--- src/rtl/deskew_pkg.sv ---
package deskew_pkg;

    localparam int LANE_W = 10;
    localparam int NLANES = 3;

    typedef enum logic [1:0] {
        ST_WAIT_ALIGN = 2'd0,
        ST_HUNT       = 2'd1,
        ST_BONDED     = 2'd2
    } bond_state_t;

    // the four blanking characters
    function automatic logic is_ctl_token(input logic [LANE_W-1:0] w);
        return (w == 10'b1101010100) || (w == 10'b0010101011) ||
               (w == 10'b0101010100) || (w == 10'b1010101011);
    endfunction

endpackage

--- src/rtl/lane_fifo.sv ---
module lane_fifo #(
    parameter int W     = 10,
    parameter int DEPTH = 16
) (
    input  logic         clk,
    input  logic         rst,
    input  logic         flush,
    input  logic         wr_en,
    input  logic [W-1:0] wr_data,
    input  logic         rd_en,
    output logic [W-1:0] head,
    output logic         empty,
    output logic         full
);
    localparam int AW = (DEPTH > 1) ? $clog2(DEPTH) : 1;
    localparam logic [AW-1:0] LAST = AW'(DEPTH - 1);
    localparam logic [AW:0]   FULL_CNT = (AW+1)'(DEPTH);

    logic [W-1:0]  mem [DEPTH];
    logic [AW-1:0] wr_idx, rd_idx;
    logic [AW:0]   count;
    logic          do_wr, do_rd;

    assign empty = (count == '0);
    assign full  = (count == FULL_CNT);
    assign do_rd = rd_en && !empty;
    assign do_wr = wr_en && (!full || do_rd);
    assign head  = mem[rd_idx];

    always_ff @(posedge clk) begin
        if (rst || flush) begin
            wr_idx <= '0;
            rd_idx <= '0;
            count  <= '0;
        end else begin
            if (do_wr) wr_idx <= (wr_idx == LAST) ? '0 : wr_idx + 1'b1;
            if (do_rd) rd_idx <= (rd_idx == LAST) ? '0 : rd_idx + 1'b1;
            unique case ({do_wr, do_rd})
                2'b10:   count <= count + 1'b1;
                2'b01:   count <= count - 1'b1;
                default: count <= count;
            endcase
        end
    end

    always_ff @(posedge clk) begin
        if (do_wr && !flush && !rst) mem[wr_idx] <= wr_data;
    end

endmodule

--- src/rtl/lane_marker.sv ---
module lane_marker
    import deskew_pkg::*;
(
    input  logic              clk,
    input  logic              rst,
    input  logic              flush,
    input  logic              pop,
    input  logic              empty,
    input  logic [LANE_W-1:0] head,
    output logic              at_marker
);
    logic last_ctl;
    logic head_ctl;

    assign head_ctl  = is_ctl_token(head);
    assign at_marker = !empty && head_ctl && !last_ctl;

    always_ff @(posedge clk) begin
        if (rst || flush)
            last_ctl <= 1'b1;
        else if (pop && !empty)
            last_ctl <= head_ctl;
    end

endmodule

--- src/rtl/bond_deskew.sv ---
module bond_deskew
    import deskew_pkg::*;
#(
    parameter int FIFO_DEPTH = 16
) (
    input  logic                     clk,
    input  logic                     rst,
    input  logic [NLANES-1:0]        lane_aligned,
    input  logic [NLANES*LANE_W-1:0] lane_word,
    output logic [NLANES*LANE_W-1:0] bond_word,
    output logic                     bond_ok
);
    bond_state_t st, nxt;

    logic [LANE_W-1:0] head [NLANES];
    logic [NLANES-1:0] empty, full, mark, pop_req, ovf;
    logic              all_al, all_mark, any_mark, wr, flush, load, fault;

    assign all_al   = &lane_aligned;
    assign all_mark = &mark;
    assign any_mark = |mark;

    for (genvar i = 0; i < NLANES; i++) begin : g_lane
        lane_fifo #(.W(LANE_W), .DEPTH(FIFO_DEPTH)) u_fifo (
            .clk     (clk),
            .rst     (rst),
            .flush   (flush),
            .wr_en   (wr),
            .wr_data (lane_word[i*LANE_W +: LANE_W]),
            .rd_en   (pop_req[i]),
            .head    (head[i]),
            .empty   (empty[i]),
            .full    (full[i])
        );
        lane_marker u_mark (
            .clk       (clk),
            .rst       (rst),
            .flush     (flush),
            .pop       (pop_req[i]),
            .empty     (empty[i]),
            .head      (head[i]),
            .at_marker (mark[i])
        );
    end

    always_comb begin
        nxt     = st;
        flush   = 1'b0;
        load    = 1'b0;
        wr      = all_al && (st != ST_WAIT_ALIGN);
        unique case (st)
            ST_HUNT:   pop_req = all_mark ? '1 : (~empty & ~mark);
            ST_BONDED: pop_req = '1;
            default:   pop_req = '0;
        endcase
        ovf   = {NLANES{wr}} & full & ~pop_req;
        fault = (|empty) || (any_mark && !all_mark) || (|ovf);
        unique case (st)
            ST_WAIT_ALIGN: begin
                flush = 1'b1;
                if (all_al) nxt = ST_HUNT;
            end
            ST_HUNT: begin
                if (!all_al) begin
                    flush = 1'b1;
                    nxt   = ST_WAIT_ALIGN;
                end else if (|ovf) begin
                    flush = 1'b1;
                end else if (all_mark) begin
                    load = 1'b1;
                    nxt  = ST_BONDED;
                end
            end
            ST_BONDED: begin
                if (!all_al) begin
                    flush = 1'b1;
                    nxt   = ST_WAIT_ALIGN;
                end else if (fault) begin
                    flush = 1'b1;
                    nxt   = ST_HUNT;
                end else begin
                    load = 1'b1;
                end
            end
            default: begin
                flush = 1'b1;
                nxt   = ST_WAIT_ALIGN;
            end
        endcase
    end

    always_ff @(posedge clk) begin
        if (rst) st <= ST_WAIT_ALIGN;
        else     st <= nxt;
    end

    always_ff @(posedge clk) begin
        if (rst || !load) begin
            bond_word <= '0;
            bond_ok   <= 1'b0;
        end else begin
            for (int i = 0; i < NLANES; i++)
                bond_word[i*LANE_W +: LANE_W] <= head[i];
            bond_ok <= 1'b1;
        end
    end

endmodule

--- config.mk ---
export PLATFORM = sky130hd
export DESIGN_NAME = bond_deskew
export DESIGN_NICKNAME = d
export VERILOG_FILES = /design/src/rtl/deskew_pkg.sv /design/src/rtl/lane_fifo.sv /design/src/rtl/lane_marker.sv /design/src/rtl/bond_deskew.sv
export SDC_FILE = /design/constraint.sdc
export NUM_CORES = 1
export LEC_CHECK = 0
export BUFFER_PORTS_ARGS = -buffer_cell sky130_fd_sc_hd__buf_2
export CORE_MARGIN = 5
export CORE_UTILIZATION = 65
export DETAILED_ROUTE_END_ITERATION = 10
export PLACE_DENSITY = 0.83
export SLEW_MARGIN = 20
export SYNTH_ARGS = -nofsm -noshare
export SYNTH_HDL_FRONTEND = slang
export SYNTH_SLANG_ARGS = --single-unit
export TNS_END_PERCENT = 20
--- constraint.sdc ---
create_clock -name clk -period 13.6 [get_ports clk]
set_clock_uncertainty 0.15 [all_clocks]
set_input_delay 3.4 -clock clk [delete_from_list [all_inputs] [get_ports clk]]
set_output_delay 3.4 -clock clk [all_outputs]
set_load 0.01 [all_outputs]
# == Word-level counts from Yosys, hierarchy flattened ==
# Memories as Yosys holds them, arrays and structs flattened. A register that Yosys moved wholly into a read port is not among the register bits.
# Index checks and enable logic that the tools add are counted.
# word_totals
reg_bits,75
memories,3
word_cells,174
out_inout_bits,31
ram_bits,480
in_bits,35
# memory_table
memory,words,width,rd,rd_clocked_by_memory_dff,write_ports,line,source
g_lane[0].u_fifo.mem,16,10,1,1,1,lane_fifo.sv:19,logic [W-1:0] mem [DEPTH];
g_lane[1].u_fifo.mem,16,10,1,1,1,lane_fifo.sv:19,
g_lane[2].u_fifo.mem,16,10,1,1,1,lane_fifo.sv:19,
# op_classes
n_reduce_logical,63
n_addsub,12
muxes,42
bitwise_logic,6
eq_ne,33
# op_table
operator,n
"== test 10 bit, second input constant",6
two-way mux 4 bit,12
"== test 10 x 8 -> 1 bit, second input constant",3
"== test 10 x 9 -> 1 bit, second input constant",3
one-hot mux 5 bit (2 select lines),3
"adder 4 x 1 -> 4 bit, second input constant",6
"== test 4 bit, second input constant",6
logical AND 1 bit,20
logical OR 1 bit,16
two-way mux 1 bit,16
"adder 5 x 1 -> 5 bit, second input constant",3
"== test 5 bit, second input constant",3
logical NOT 5 bit,3
"subtractor 5 x 1 -> 5 bit, second input constant",3
logical NOT 1 bit,13
two-way mux 2 bit,6
AND 3 bit,3
"inequality test 3 bit, second input constant",3
inverter 3 bit,3
OR reduction 3 bit,3
"== test 2 x 1 -> 1 bit, second input constant",4
"== test 2 bit, second input constant",4
nonzero test 2 bit,4
one-hot mux 2 bit (3 select lines),1
7 further kinds,9

# == Logic depth before layout (Yosys ltp) ==
# Gate-level depths: netlist of the first run.
# logic_depth
word_depth,22
depth_mapped,22
ltp_nobuf,19

# == Cells and area by module ==
# Synthesis of the first run repeated with hierarchy kept, for this count alone.
# unflattened
hier_cells,1300
hier_area_um2,22829.4
# modules_own_cells
mod,cells_per_inst,n_inst,area_per_inst_um2
lane_fifo (g_lane[1].u_fifo ...),383,2,7070.5
lane_fifo (g_lane[0].u_fifo),374,1,7076.8
bond_deskew,124,1,1292.5
lane_marker,12,3,106.4

# == Least setup slack after synthesis of the first run ==
# OpenSTA, ideal clock, no wires.
# synth_path
path_type,input to register
startpoint,input lane_aligned[0]
endpoint,register g_lane[1].u_fifo.count[4]
path_buffers,3
arrival_ps,6009
setup_time_ps,134
slack_ps,7306
cell_stages,15
required_ps,13316
path_cell_list,and3_1 -> clkbuf_1 -> nand2b_1 -> clkbuf_1 -> a21oi_1 -> clkbuf_1 -> inv_1 -> ha_1 -> fa_1 -> a21o_1 -> a21oi_1 -> xor2_1 -> nor2_1 -> xnor2_1 -> nor3_1
# synth_via
elab_chain_cells,10
word_cells_on_any_way,17
cone_classes,2 x eq/ne; 6 x mux; 2 x bitwise; 7 x reduce/logical
# synth_lines
element,line,source
start: declaration,bond_deskew.sv:8,"input logic [NLANES-1:0] lane_aligned,"
AND reduction 3 bit *,bond_deskew.sv:19,assign all_al = &lane_aligned;
logical AND 1 bit,bond_deskew.sv:50,wr = all_al && (st != ST_WAIT_ALIGN);
AND 3 bit (2 in a row),bond_deskew.sv:56,ovf = {NLANES{wr}} & full & ~pop_req;
OR reduction 3 bit,"bond_deskew.sv:57, bond_deskew.sv:67",
logical OR 1 bit,bond_deskew.sv:57,fault = (|empty) || (any_mark && !all_mark) || (|ovf);
two-way mux 1 bit,bond_deskew.sv:78,end else if (fault) begin
two-way mux 1 bit,bond_deskew.sv:75,if (!all_al) begin
one-hot mux 1 bit (2 select lines),bond_deskew.sv:58,unique case (st)
logical OR 1 bit,lane_fifo.sv:31,if (rst || flush) begin
end signal: assignment,lane_fifo.sv:39,2'b10: count <= count + 1'b1;
end signal: assignment,lane_fifo.sv:40,2'b01: count <= count - 1'b1;
end signal: assignment,lane_fifo.sv:41,default: count <= count;
end: declaration,lane_fifo.sv:21,logic [AW:0] count;
# Every way passes the cells marked *; elsewhere a longest branch is shown, timed or not.
# A chain may end at the register's enable or synchronous reset.

==> results of run 1 <==
flip-flops by register name (all words and copies together) (netlist names), named ones only:
name / count
bond_ok: 1
bond_word: 30
g_lane.u_fifo.count: 15
g_lane.u_fifo.mem: 480
g_lane.u_fifo.rd_idx: 12
g_lane.u_fifo.wr_idx: 12
g_lane.u_mark.last_ctl: 3
st: 2
cells in the final DEF, fill, tap and decap left out, types with 26 or more instances in the layout:
| cell | count |
|---|---|
| a21oi_1 | 30 |
| buf_2 | 65 |
| buf_4 | 26 |
| clkbuf_16 | 56 |
| dfxtp_1 | 83 |
| edfxtp_1 | 480 |
| ha_1 | 30 |
| mux4_2 | 125 |
| nand2_1 | 36 |
| nand3_1 | 59 |
| nor2_1 | 56 |
| nor2b_1 | 28 |
| nor3_1 | 32 |
| nor3_2 | 40 |
layer usage:
| layer | share of wire [%] | wire length (um) | up-vias |
|---|---|---|---|
| met3 | 11 | 6010 | 127 |
| met2 | 48 | 25400 | 907 |
| li1 | - | - | 5410 |
| met5 | 0.025 | 13 | - |
| met4 | 3.2 | 1680 | 2 |
| met1 | 37 | 19500 | 6389 |
worst reg2reg max path: cells and delay by family (launching register included):
kind                   cells  cell delay, ns
buffers and inverters      3            1.83
DFF                        1            0.31
AOI/OAI and AO/OA          6            1.98
muxes                      1            0.62
and+or+nand+nor            4            1.84
area by class of cell:
class,count,area (um^2),area share [%]
Clock buffer,64,1430,5.55
Clock inverter,38,459,1.78
Inverter,20,75.1,0.291
Multi-Input combinational cell,651,6580,25.5
Sequential cell,567,16200,62.6
Tap cell,461,577,2.24
Timing Repair Buffer,91,520,2.02
power breakdown:
part | switching [mW] | total [mW] | internal, mW | leakage (nW)
Combinational | 0.0971 | 0.116 | 0.0190 | 2.27
Sequential | 0.00109 | 1.88 | 1.88 | 5.01
Clock | 0.652 | 1.58 | 0.930 | 0.900
Total | 0.750 | 3.58 | 2.83 | 8.19
how the worst max path moves through the flow:
stage,slack (ns),cells after the start,end
floorplan,7.31,15,g_lane[1].u_fifo.count[4]
global placement,6.87,14,g_lane[1].u_fifo.mem[13][0]
detailed placement,6.69,14,g_lane[1].u_fifo.mem[12][8]
CTS,6.69,14,g_lane[1].u_fifo.mem[1][1]
global route,6.19,14,g_lane[1].u_fifo.mem[1][1]
finish,6.56,14,g_lane[1].u_fifo.mem[1][1]
cell families after synthesis:
group                      synth area share (%)
muxes                                      12.8
adders and majority gates                  1.88
AOI/OAI and AO/OA                          3.90
buffers and inverters                      1.79
xor gates and xnor gates                  0.682
DFF                                        69.9
and+or+nand+nor                            9.05
==> summary.txt, run 1 <==
Drt
  – WL/cell: 27.8 um
  – Via count: 12.8k
  – DR iter-0 viols: 1,684
  – WL final: 52,600 um
  – DR pass1 iterations: 6
  – Antenna Violating Nets Remaining: 0
  – Post-route DRC: 0
  – DR vias/cell: 6.78

Power and ir drop
  – Worst vdd ir: 0.121 mV
  – Pwr per Cell Area: 139 nW/um^2
  – Tot Pwr: 3.58 mW
  – Leakage Power: 8.19 nW

Finish
  – Area Growth Syn to Fin: 11.7%
  – Finished Layout Cells: 1,892
  – Final core utilization: 73.1%
  – Design area: 25,800 um^2
  – ANT cells: 0
  – Layout cells sized above 1: 26.6%
  – FILL cells: 1,995
  – Layout Nets: 1,454

Setup path
  – Most frequent CP cell: buf_4
  – Crit end category: flop
  – Worst endpoint required time: 13.71 ns
  – Worst R2R End: g_lane[1].u_fifo.mem[1][1]
  – Reg2reg path depth: 14
  – Setup CP Type: reg -> reg
  – CP Buf/Inv Count: 3
  – CP Cell Sequence: buf_4, mux4_2, a22o_1, a221oi_1, nand3_1, nor4b_1, o21ai_1, or4_1, a22oi_1, o21bai_2, a21oi_4, buf_4, buf_4, nor3_2
  – Slowest CP cell: buf_4
  – Crit-path max cell delay: 0.80 ns
  – Top delay family on crit path: compound AO/OA/AOI/OAI gates
  – Worst reg2reg setup slack: 6.56 ns
  – CP startpoint kind: flop
  – Worst Path Max Fanout: 59
  – Critical path arrival: 7.14 ns

Yosys
  – Synth top area cells: edfxtp_1 62%, mux4_2 12%, dfxtp_1 7.5%
  – Sequential area share after synthesis: 69.9%
  – Syn_area_per_cell: 17.7 um^2
  – Instance count of the mapped netlist: 1,307
  – Synth area leader: edfxtp_1
  – Post-synth EDFFs: 480
  – Count leader, synth: edfxtp_1
  – Yosys warnings: 0
  – Post-synthesis register bit count: 567
  – Main synth FF type: edfxtp_1
  – Share of the synthesized area in the top cell type: 62.4%
  – Most frequent cells after synthesis: 480 x edfxtp_1, 125 x mux4_2, 87 x dfxtp_1, 59 x nand3_1, 56 x nor2_1
  – Mapped cell area: 23,100 um^2
  – FFs w/ async S/R, synth: 0%
  – Count of cell types in the netlist: 67
  – Syn_nets: 1,375

Timing
  – Period utilization: 51.8%
  – Final worst setup slack: 6.56 ns
  – Worst slew margin: 33.1%
  – TNS Setup: 0 ns
  – Final setup viols: 0
  – Hold_ws: 0.380 ns
  – Fin crit period: 7.04 ns
  – Least-Margin Pin Slew: 0.999 ns
  – Final Hold Viols: 0
  – Max Clock Freq: 142 MHz
  – RSZ-0062 raised after global routing: no
  – Slew Viols, Final: 0

Clocking
  – Clock latency on the worst-skew pair: 0.60 ns
  – TritonCTS clock tree: built
  – Setup bufs post-CTS: 0
  – Longest Clk Path Bufs: 3
  – H-tree depth: 2
  – Total CTS buffers: 55
  – # clock sinks: 567
  – CTS resizes: 0
  – Worst-path clk slew: 0.07 ns
  – Hold_buf cts: 0
  – Root buf cell: clkbuf_16

Outcome
  – Outcome: finished clean

GRT
  – Met3 Use GR: 6.89%
  – Remaining Overflow, GRT: 0
  – Global Route met2 Usage: 42.9%
  – First-pass GRT wire length: 80,300 um
  – Largest net degree at the start of global routing: 60
  – Tot GR Track Use: 27.3%
  – Initial antenna violation count: 1
  – GR peak layer: met2
  – Met1 usage: 38.7%
  – Vias in the first global route: 13.1k

Placement
  – Post-DP Area: 23,900 um^2
  – GP Congestion: 0.924
  – Place WS: 6.69 ns
  – Post-DP HPWL: 32,300 um
  – Placed cells: 1,790
  – Port Buffers: 65

Floorplan
  – Die height: 199 um
  – Die area: 39,400 um^2
  – Placement row count: 69
  – Area of the core: 35,300 um^2
  – Die X: 199 um
  – I/O pins: 66
  – Initial Utilization: 65.4%

Worst hold path
  – HP Start: g_lane[1].u_fifo.rd_idx[3]
  – Tightest Hold Check Type: reg -> reg
  – Worst Hold Depth: 2

Flow run
  – Max_cap viols: 0
No activity file was read; power rests on OpenSTA's default activity.
==> run 2: changes to the inputs <==
--- a/config.mk
+++ b/config.mk
@@ -7,9 +7,9 @@
 export LEC_CHECK = 0
 export BUFFER_PORTS_ARGS = -buffer_cell sky130_fd_sc_hd__buf_2
 export CORE_MARGIN = 5
-export CORE_UTILIZATION = 65
+export CORE_UTILIZATION = 62
 export DETAILED_ROUTE_END_ITERATION = 10
-export PLACE_DENSITY = 0.83
+export PLACE_DENSITY = 0.79
 export SLEW_MARGIN = 20
 export SYNTH_ARGS = -nofsm -noshare
 export SYNTH_HDL_FRONTEND = slang
==> constraint.sdc (replaced) <==
create_clock -name clk -period 6.7 [get_ports clk]
set_clock_uncertainty 0.15 [all_clocks]
set_input_delay 1.675 -clock clk [delete_from_list [all_inputs] [get_ports clk]]
set_output_delay 1.675 -clock clk [all_outputs]
set_load 0.01 [all_outputs]
==> run 2 against run 1 <==
Compared with the run above: clock power rose by 85%; cell count rose by 1.2%; count of clock-buffer cells in the layout rose by 5; maximum frequency rose by 12%; register-to-register slack got worse by 6.1 ns; wire length fell by 10%; critical path depth fell by 2; first-iteration DRC count fell by 20%; total power rose by 94%; highest routed layer unchanged.
==> summary.txt, run 2 (same netlist as run 1, synthesis figures left out) <==
Drt
  – DR vias/cell: 6.47 (was 6.78)
  – DR iter-0 viols: 1,352 (was 1,684)
  – Antenna Violating Nets Remaining: 0 (unchanged)
  – DR pass1 iterations: 5 (was 6)
  – WL final: 47,200 um (was 52,600 um)
  – Via count: 12.4k (was 12.8k)
  – Post-route DRC: 0 (unchanged)
  – WL/cell: 24.7 um (was 27.8 um)

Clocking
  – Clock latency on the worst-skew pair: 0.60 ns (about the same)
  – # clock sinks: 567 (unchanged)
  – Hold_buf cts: 0 (unchanged)
  – Root buf cell: clkbuf_16 (unchanged)
  – H-tree depth: 2 (unchanged)
  – Total CTS buffers: 53 (was 55)
  – Worst-path clk slew: 0.06 ns (was 0.07 ns)
  – Longest Clk Path Bufs: 3 (unchanged)
  – CTS resizes: 0 (unchanged)
  – Setup bufs post-CTS: 0 (unchanged)
  – TritonCTS clock tree: built (unchanged)

Floorplan
  – Initial Utilization: 63.0% (was 65.4%)
  – Die height: 203 um (was 199 um)
  – Area of the core: 36,700 um^2 (was 35,300 um^2)
  – Die X: 203 um (was 199 um)
  – Die area: 41,200 um^2 (was 39,400 um^2)
  – Placement row count: 70 (was 69)
  – I/O pins: 66 (unchanged)

Finish
  – Max reg flops: 480 (unchanged)
  – Commonest non-fill, non-tap cell in the layout: edfxtp_1 (unchanged)
  – Layout Nets: 1,471 (was 1,454)
  – Largest regs: g_lane.u_fifo.mem: 480 flops, bond_word: 30 flops, g_lane.u_fifo.count: 15 flops (unchanged)
  – Most frequent cells in the layout: 480 x edfxtp_1, 125 x mux4_2, 83 x dfxtp_1 (unchanged)
  – Most flop-heavy register: g_lane.u_fifo.mem (unchanged)
  – ANT cells: 0 (unchanged)
  – Area Growth Syn to Fin: 11.5% (was 11.7%)
  – Layout cells sized above 1: 27.6% (was 26.6%)
  – Final core utilization: 70.2% (was 73.1%)

Power and ir drop
  – Clock Power Share: 42.0% (was 44.2%)
  – Sw Share: 20.9% (about the same)
  – Psw: 1.46 mW (was 0.750 mW)
  – Leakage Power: 8.22 nW (was 8.19 nW)
  – Internal: 5.50 mW (was 2.83 mW)
  – Pwr per Cell Area: 270 nW/um^2 (was 139 nW/um^2)
  – Comb power frac: 3.1% (was 3.2%)
  – Flop pwr share: 54.9% (was 52.6%)
  – Worst vdd ir: 0.371 mV (was 0.121 mV)

GRT
  – Tot GR Track Use: 23.4% (was 27.3%)
  – Remaining Overflow, GRT: 0 (unchanged)
  – First-pass GRT wire length: 74,200 um (was 80,300 um)
  – Initial antenna violation count: 1 (unchanged)
  – Vias in the first global route: 12.6k (was 13.1k)
  – Largest net degree at the start of global routing: 64 (was 60)

Setup path
  – Setup CP Type: reg -> reg (unchanged)
  – Worst Path Max Fanout: 18 (was 59)
  – Worst endpoint required time: 6.75 ns (was 13.71 ns)
  – Crit end category: flop (unchanged)
  – CP startpoint kind: flop (unchanged)
  – Critical path arrival: 6.32 ns (was 7.14 ns)

Worst hold path
  – Tightest Hold Check Type: reg -> reg (unchanged)

Timing
  – Period utilization: 93.6% (was 51.8%)
  – Slew Viols, Final: 0 (unchanged)
  – Fin crit period: 6.27 ns (was 7.04 ns)
  – RSZ-0062 raised after global routing: no (unchanged)
  – Max Clock Freq: 159 MHz (was 142 MHz)
  – Final Hold Viols: 0 (unchanged)
  – Final setup viols: 0 (unchanged)
  – Final worst setup slack: 0.429 ns (was 6.56 ns)
  – Least-Margin Pin Slew: 1.13 ns (was 0.999 ns)
  – TNS Setup: 0 ns (unchanged)
  – Worst slew margin: 24.4% (was 33.1%)

Outcome
  – Outcome: finished clean (unchanged)

Placement
  – Post-DP HPWL: 30,300 um (was 32,300 um)
  – Port Buffers: 65 (unchanged)
  – GP Congestion: 0.816 (was 0.924)
  – Place WS: 0.398 ns (was 6.69 ns)

Flow run
  – Max_cap viols: 0 (unchanged)
[run 2: through the flow]
step	hold slack (ns)	total power, mW	instances	area (um^2)
floorplan	0.320	4.04	1307	23100
global placement	0.339	4.11	1816	24100
detailed placement	0.352	4.11	1816	24100
CTS	0.369	7.00	1915	25800
global route	0.394	7.19	1915	25800
finish	0.373	6.96	1915	25800
[run 2: routing by layer]
layer  share of wire [%]  GRT usage [%]
met5               0.028              0
met4                 2.6           6.77
met3                 7.4           4.14
met2                  49           37.9
met1                  41           33.6
[run 2: worst paths after layout]
kind              depth (start not counted)                       start                     endpoint  slack (ns)
hold / removal                            2  g_lane[1].u_fifo.wr_idx[3]   g_lane[1].u_fifo.wr_idx[3]        0.37
hold reg to reg                           2  g_lane[1].u_fifo.wr_idx[3]   g_lane[1].u_fifo.wr_idx[3]        0.37
setup / recovery                         12                        flop  g_lane[0].u_fifo.mem[12][6]        0.43
setup reg to reg                         12                        flop  g_lane[0].u_fifo.mem[12][6]        0.43
[run 2: final cells by class]
cell class              instances  area [um^2]
clock buffers                  69         1440
clock inverters                30          259
fillers                      2222        10900
inverters                      20         75.1
multi-input cells             651         6560
flip-flops and latches        567        16200
well taps                     468          586
repair buffers                110          688
[run 2: power by group through the flow]
stage	sequential [mW]	combinational (mW)	clock, mW
2_1_floorplan	3.90	0.141	0
4_1_cts	3.82	0.212	2.96
5_1_grt	3.82	0.233	3.13
3_3_place_gp	3.90	0.206	0
6_report	3.82	0.215	2.92
3_5_place_dp	3.90	0.212	0
[run 2: worst max-delay path, stage by stage (launching register included)]
cell,delay [ns]
dfxtp_2,0.53
buf_4,0.25
mux4_2,0.52
a22o_1,0.24
a221oi_1,0.68
or4b_2,0.74
a221oi_4,0.37
or4b_1,0.51
a21o_1,0.24
o21bai_2,0.23
a21oi_4,0.22
buf_4,0.29
nor3_2,0.89
==> run 3: changes to the inputs <==
--- a/config.mk
+++ b/config.mk
@@ -7,9 +7,9 @@
 export LEC_CHECK = 0
 export BUFFER_PORTS_ARGS = -buffer_cell sky130_fd_sc_hd__buf_2
 export CORE_MARGIN = 5
-export CORE_UTILIZATION = 62
+export CORE_UTILIZATION = 55
 export DETAILED_ROUTE_END_ITERATION = 10
-export PLACE_DENSITY = 0.79
+export PLACE_DENSITY = 0.72
 export SLEW_MARGIN = 20
 export SYNTH_ARGS = -nofsm -noshare
 export SYNTH_HDL_FRONTEND = slang
==> run 3 against run 2 <==
Compared with the run above: final area is 1.3% higher; wire length rose by 3.6%; non-clock buffer count up 25; maximum frequency increased by 2.2%.
==> summary.txt, run 3 (same netlist as run 1, synthesis figures left out) <==
Outcome
  – Outcome: finished clean (unchanged)

Timing
  – Slew Viols, Final: 0 (unchanged)
  – Final worst setup slack: 0.564 ns (was 0.429 ns)
  – Hold_ws: 0.355 ns (was 0.373 ns)
  – Final Hold Viols: 0 (unchanged)
  – TNS Setup: 0 ns (unchanged)
  – Least-Margin Pin Slew: 1.14 ns (was 1.13 ns)
  – RSZ-0062 raised after global routing: no (unchanged)
  – Worst slew margin: 23.4% (was 24.4%)
  – Max Clock Freq: 163 MHz (was 159 MHz)
  – Period utilization: 91.6% (was 93.6%)
  – Fin crit period: 6.14 ns (was 6.27 ns)
  – Final setup viols: 0 (unchanged)

Setup path
  – Crit path depth: 13 (was 12)
  – Crit-path max cell delay: 1.00 ns (was 0.89 ns)
  – Reg2reg path depth: 13 (was 12)
  – Most frequent CP cell: nand3_1 (was buf_4)
  – CP Cell Sequence: buf_4, mux4_2, a22oi_1, nand3_1, nor4b_1, nand3_1, a221oi_4, or4b_1, a21o_1, o21bai_2, a21oi_4, buf_12, nor3_2 (was buf_4, mux4_2, a22o_1, a221oi_1, or4b_2, a221oi_4, or4b_1, a21o_1, o21bai_2, a21oi_4, buf_4, nor3_2)
  – Worst Path Max Fanout: 21 (was 18)
  – Setup CP Type: reg -> reg (unchanged)
  – Crit end category: flop (unchanged)
  – CP startpoint kind: flop (unchanged)
  – CP Buf/Inv Count: 2 (unchanged)
  – Worst reg2reg setup slack: 0.56 ns (was 0.43 ns)
  – Critical path arrival: 6.20 ns (was 6.32 ns)
  – Top delay family on crit path: simple AND/OR/NAND/NOR gates (unchanged)
  – Worst endpoint required time: 6.77 ns (was 6.75 ns)
  – Slowest CP cell: dfxtp_1 (was nor3_2)
  – Worst R2R End: g_lane[0].u_fifo.mem[5][9] (was g_lane[0].u_fifo.mem[12][6])
  – Worst Setup EP: g_lane[0].u_fifo.mem[5][9] (was g_lane[0].u_fifo.mem[12][6])

Drt
  – Post-route DRC: 0 (unchanged)
  – DR vias/cell: 6.09 (was 6.47)
  – WL final: 48,900 um (was 47,200 um)
  – DR iter-0 viols: 1,230 (was 1,352)
  – WL/cell: 24.3 um (was 24.7 um)
  – DR pass1 iterations: 5 (unchanged)
  – Via count: 12.3k (was 12.4k)
  – Antenna Violating Nets Remaining: 0 (unchanged)

GRT
  – Vias in the first global route: 12.6k (about the same)
  – Remaining Overflow, GRT: 0 (unchanged)
  – Initial antenna violation count: 1 (unchanged)
  – First-pass GRT wire length: 75,700 um (was 74,200 um)
  – Largest net degree at the start of global routing: 52 (was 64)
  – Tot GR Track Use: 21.3% (was 23.4%)

Clocking
  – Setup bufs post-CTS: 0 (unchanged)
  – CTS resizes: 0 (unchanged)
  – TritonCTS clock tree: built (unchanged)
  – H-tree depth: 2 (unchanged)
  – Total CTS buffers: 55 (was 53)
  – Worst-path clk slew: 0.06 ns (about the same)
  – # clock sinks: 567 (unchanged)
  – Hold_buf cts: 0 (unchanged)
  – Longest Clk Path Bufs: 3 (unchanged)
  – Root buf cell: clkbuf_16 (unchanged)
  – Clock latency on the worst-skew pair: 0.61 ns (was 0.60 ns)

Finish
  – Most frequent cells in the layout: 480 x edfxtp_1, 125 x mux4_2, 83 x dfxtp_1 (unchanged)
  – Commonest non-fill, non-tap cell in the layout: edfxtp_1 (unchanged)
  – Area Growth Syn to Fin: 13.0% (was 11.5%)
  – Max reg flops: 480 (unchanged)
  – Design area: 26,100 um^2 (was 25,800 um^2)
  – Layout cells sized above 1: 27.9% (was 27.6%)
  – Largest regs: g_lane.u_fifo.mem: 480 flops, bond_word: 30 flops, g_lane.u_fifo.count: 15 flops (unchanged)
  – Most flop-heavy register: g_lane.u_fifo.mem (unchanged)
  – Layout Nets: 1,498 (was 1,471)

Power and ir drop
  – Worst vdd ir: 0.225 mV (was 0.371 mV)
  – Leakage Power: 8.37 nW (was 8.22 nW)
  – Pwr per Cell Area: 269 nW/um^2 (was 270 nW/um^2)

Floorplan
  – Placement row count: 75 (was 70)
  – Area of the core: 41,800 um^2 (was 36,700 um^2)
  – Die X: 215 um (was 203 um)
  – Die area: 46,200 um^2 (was 41,200 um^2)
  – Die height: 215 um (was 203 um)
  – I/O pins: 66 (unchanged)
  – Initial Utilization: 55.3% (was 63.0%)

Flow run
  – Max_cap viols: 0 (unchanged)

Placement
  – Post-DP HPWL: 30,500 um (was 30,300 um)
  – Place WS: 0.646 ns (was 0.398 ns)
  – Port Buffers: 65 (unchanged)
  – Post-DP Area: 24,400 um^2 (was 24,100 um^2)
  – GP Congestion: 0.796 (was 0.816)

Worst hold path
  – Tightest Hold Check Type: reg -> reg (unchanged)
run 3: layout make-up:
cell class	count	area (um^2)
Antenna cell	1	2.50
Clock buffer	80	1530
Clock inverter	23	199
Fill cell	2900	15700
Inverter	20	75.1
Multi-Input combinational cell	651	6560
Sequential cell	567	16200
Tap cell	539	674
Timing Repair Buffer	135	901
run 3: how the worst min path moves through the flow:
stage	from	endpoint	slack [ns]	depth (start not counted)
global route	g_lane[1].u_fifo.wr_idx[3]	g_lane[1].u_fifo.wr_idx[3]	0.38	2
floorplan	g_lane[0].u_mark.last_ctl	g_lane[0].u_mark.last_ctl	0.32	2
global placement	g_lane[1].u_fifo.wr_idx[3]	g_lane[1].u_fifo.wr_idx[3]	0.34	2
finish	g_lane[1].u_fifo.wr_idx[3]	g_lane[1].u_fifo.wr_idx[3]	0.35	2
detailed placement	g_lane[1].u_fifo.wr_idx[3]	g_lane[1].u_fifo.wr_idx[3]	0.34	2
CTS	g_lane[1].u_fifo.wr_idx[3]	g_lane[1].u_fifo.wr_idx[3]	0.35	2
run 3: power by group:
part | switching (mW) | internal, mW | leakage (nW) | total [mW]
clock network | 1.27 | 1.70 | 0.841 | 2.97
logic | 0.169 | 0.0467 | 2.52 | 0.216
registers | 0.00218 | 3.82 | 5.01 | 3.82
run 3: through the flow:
step	power, mW	cells	util, %
finish	7.01	2016	62.5
global route	7.23	2015	62.5
CTS	7.05	2015	62.5
detailed placement	4.11	1912	58.3
global placement	4.10	1912	58.3
floorplan	4.04	1307	-
run 3: layer usage:
metal	global-route usage [%]	part of all wire [%]
met1	30.0	41
met2	35.7	50
met3	3.63	6.4
met4	5.02	2.2
met5	0	0
run 3: worst reg2reg max path: stages, from the launching register on:
cell	delay (ns)
dfxtp_1	1.00
buf_4	0.36
mux4_2	0.32
a22oi_1	0.22
nand3_1	0.16
nor4b_1	0.47
nand3_1	0.41
a221oi_4	0.49
or4b_1	0.49
a21o_1	0.22
o21bai_2	0.21
a21oi_4	0.13
buf_12	0.20
nor3_2	0.92
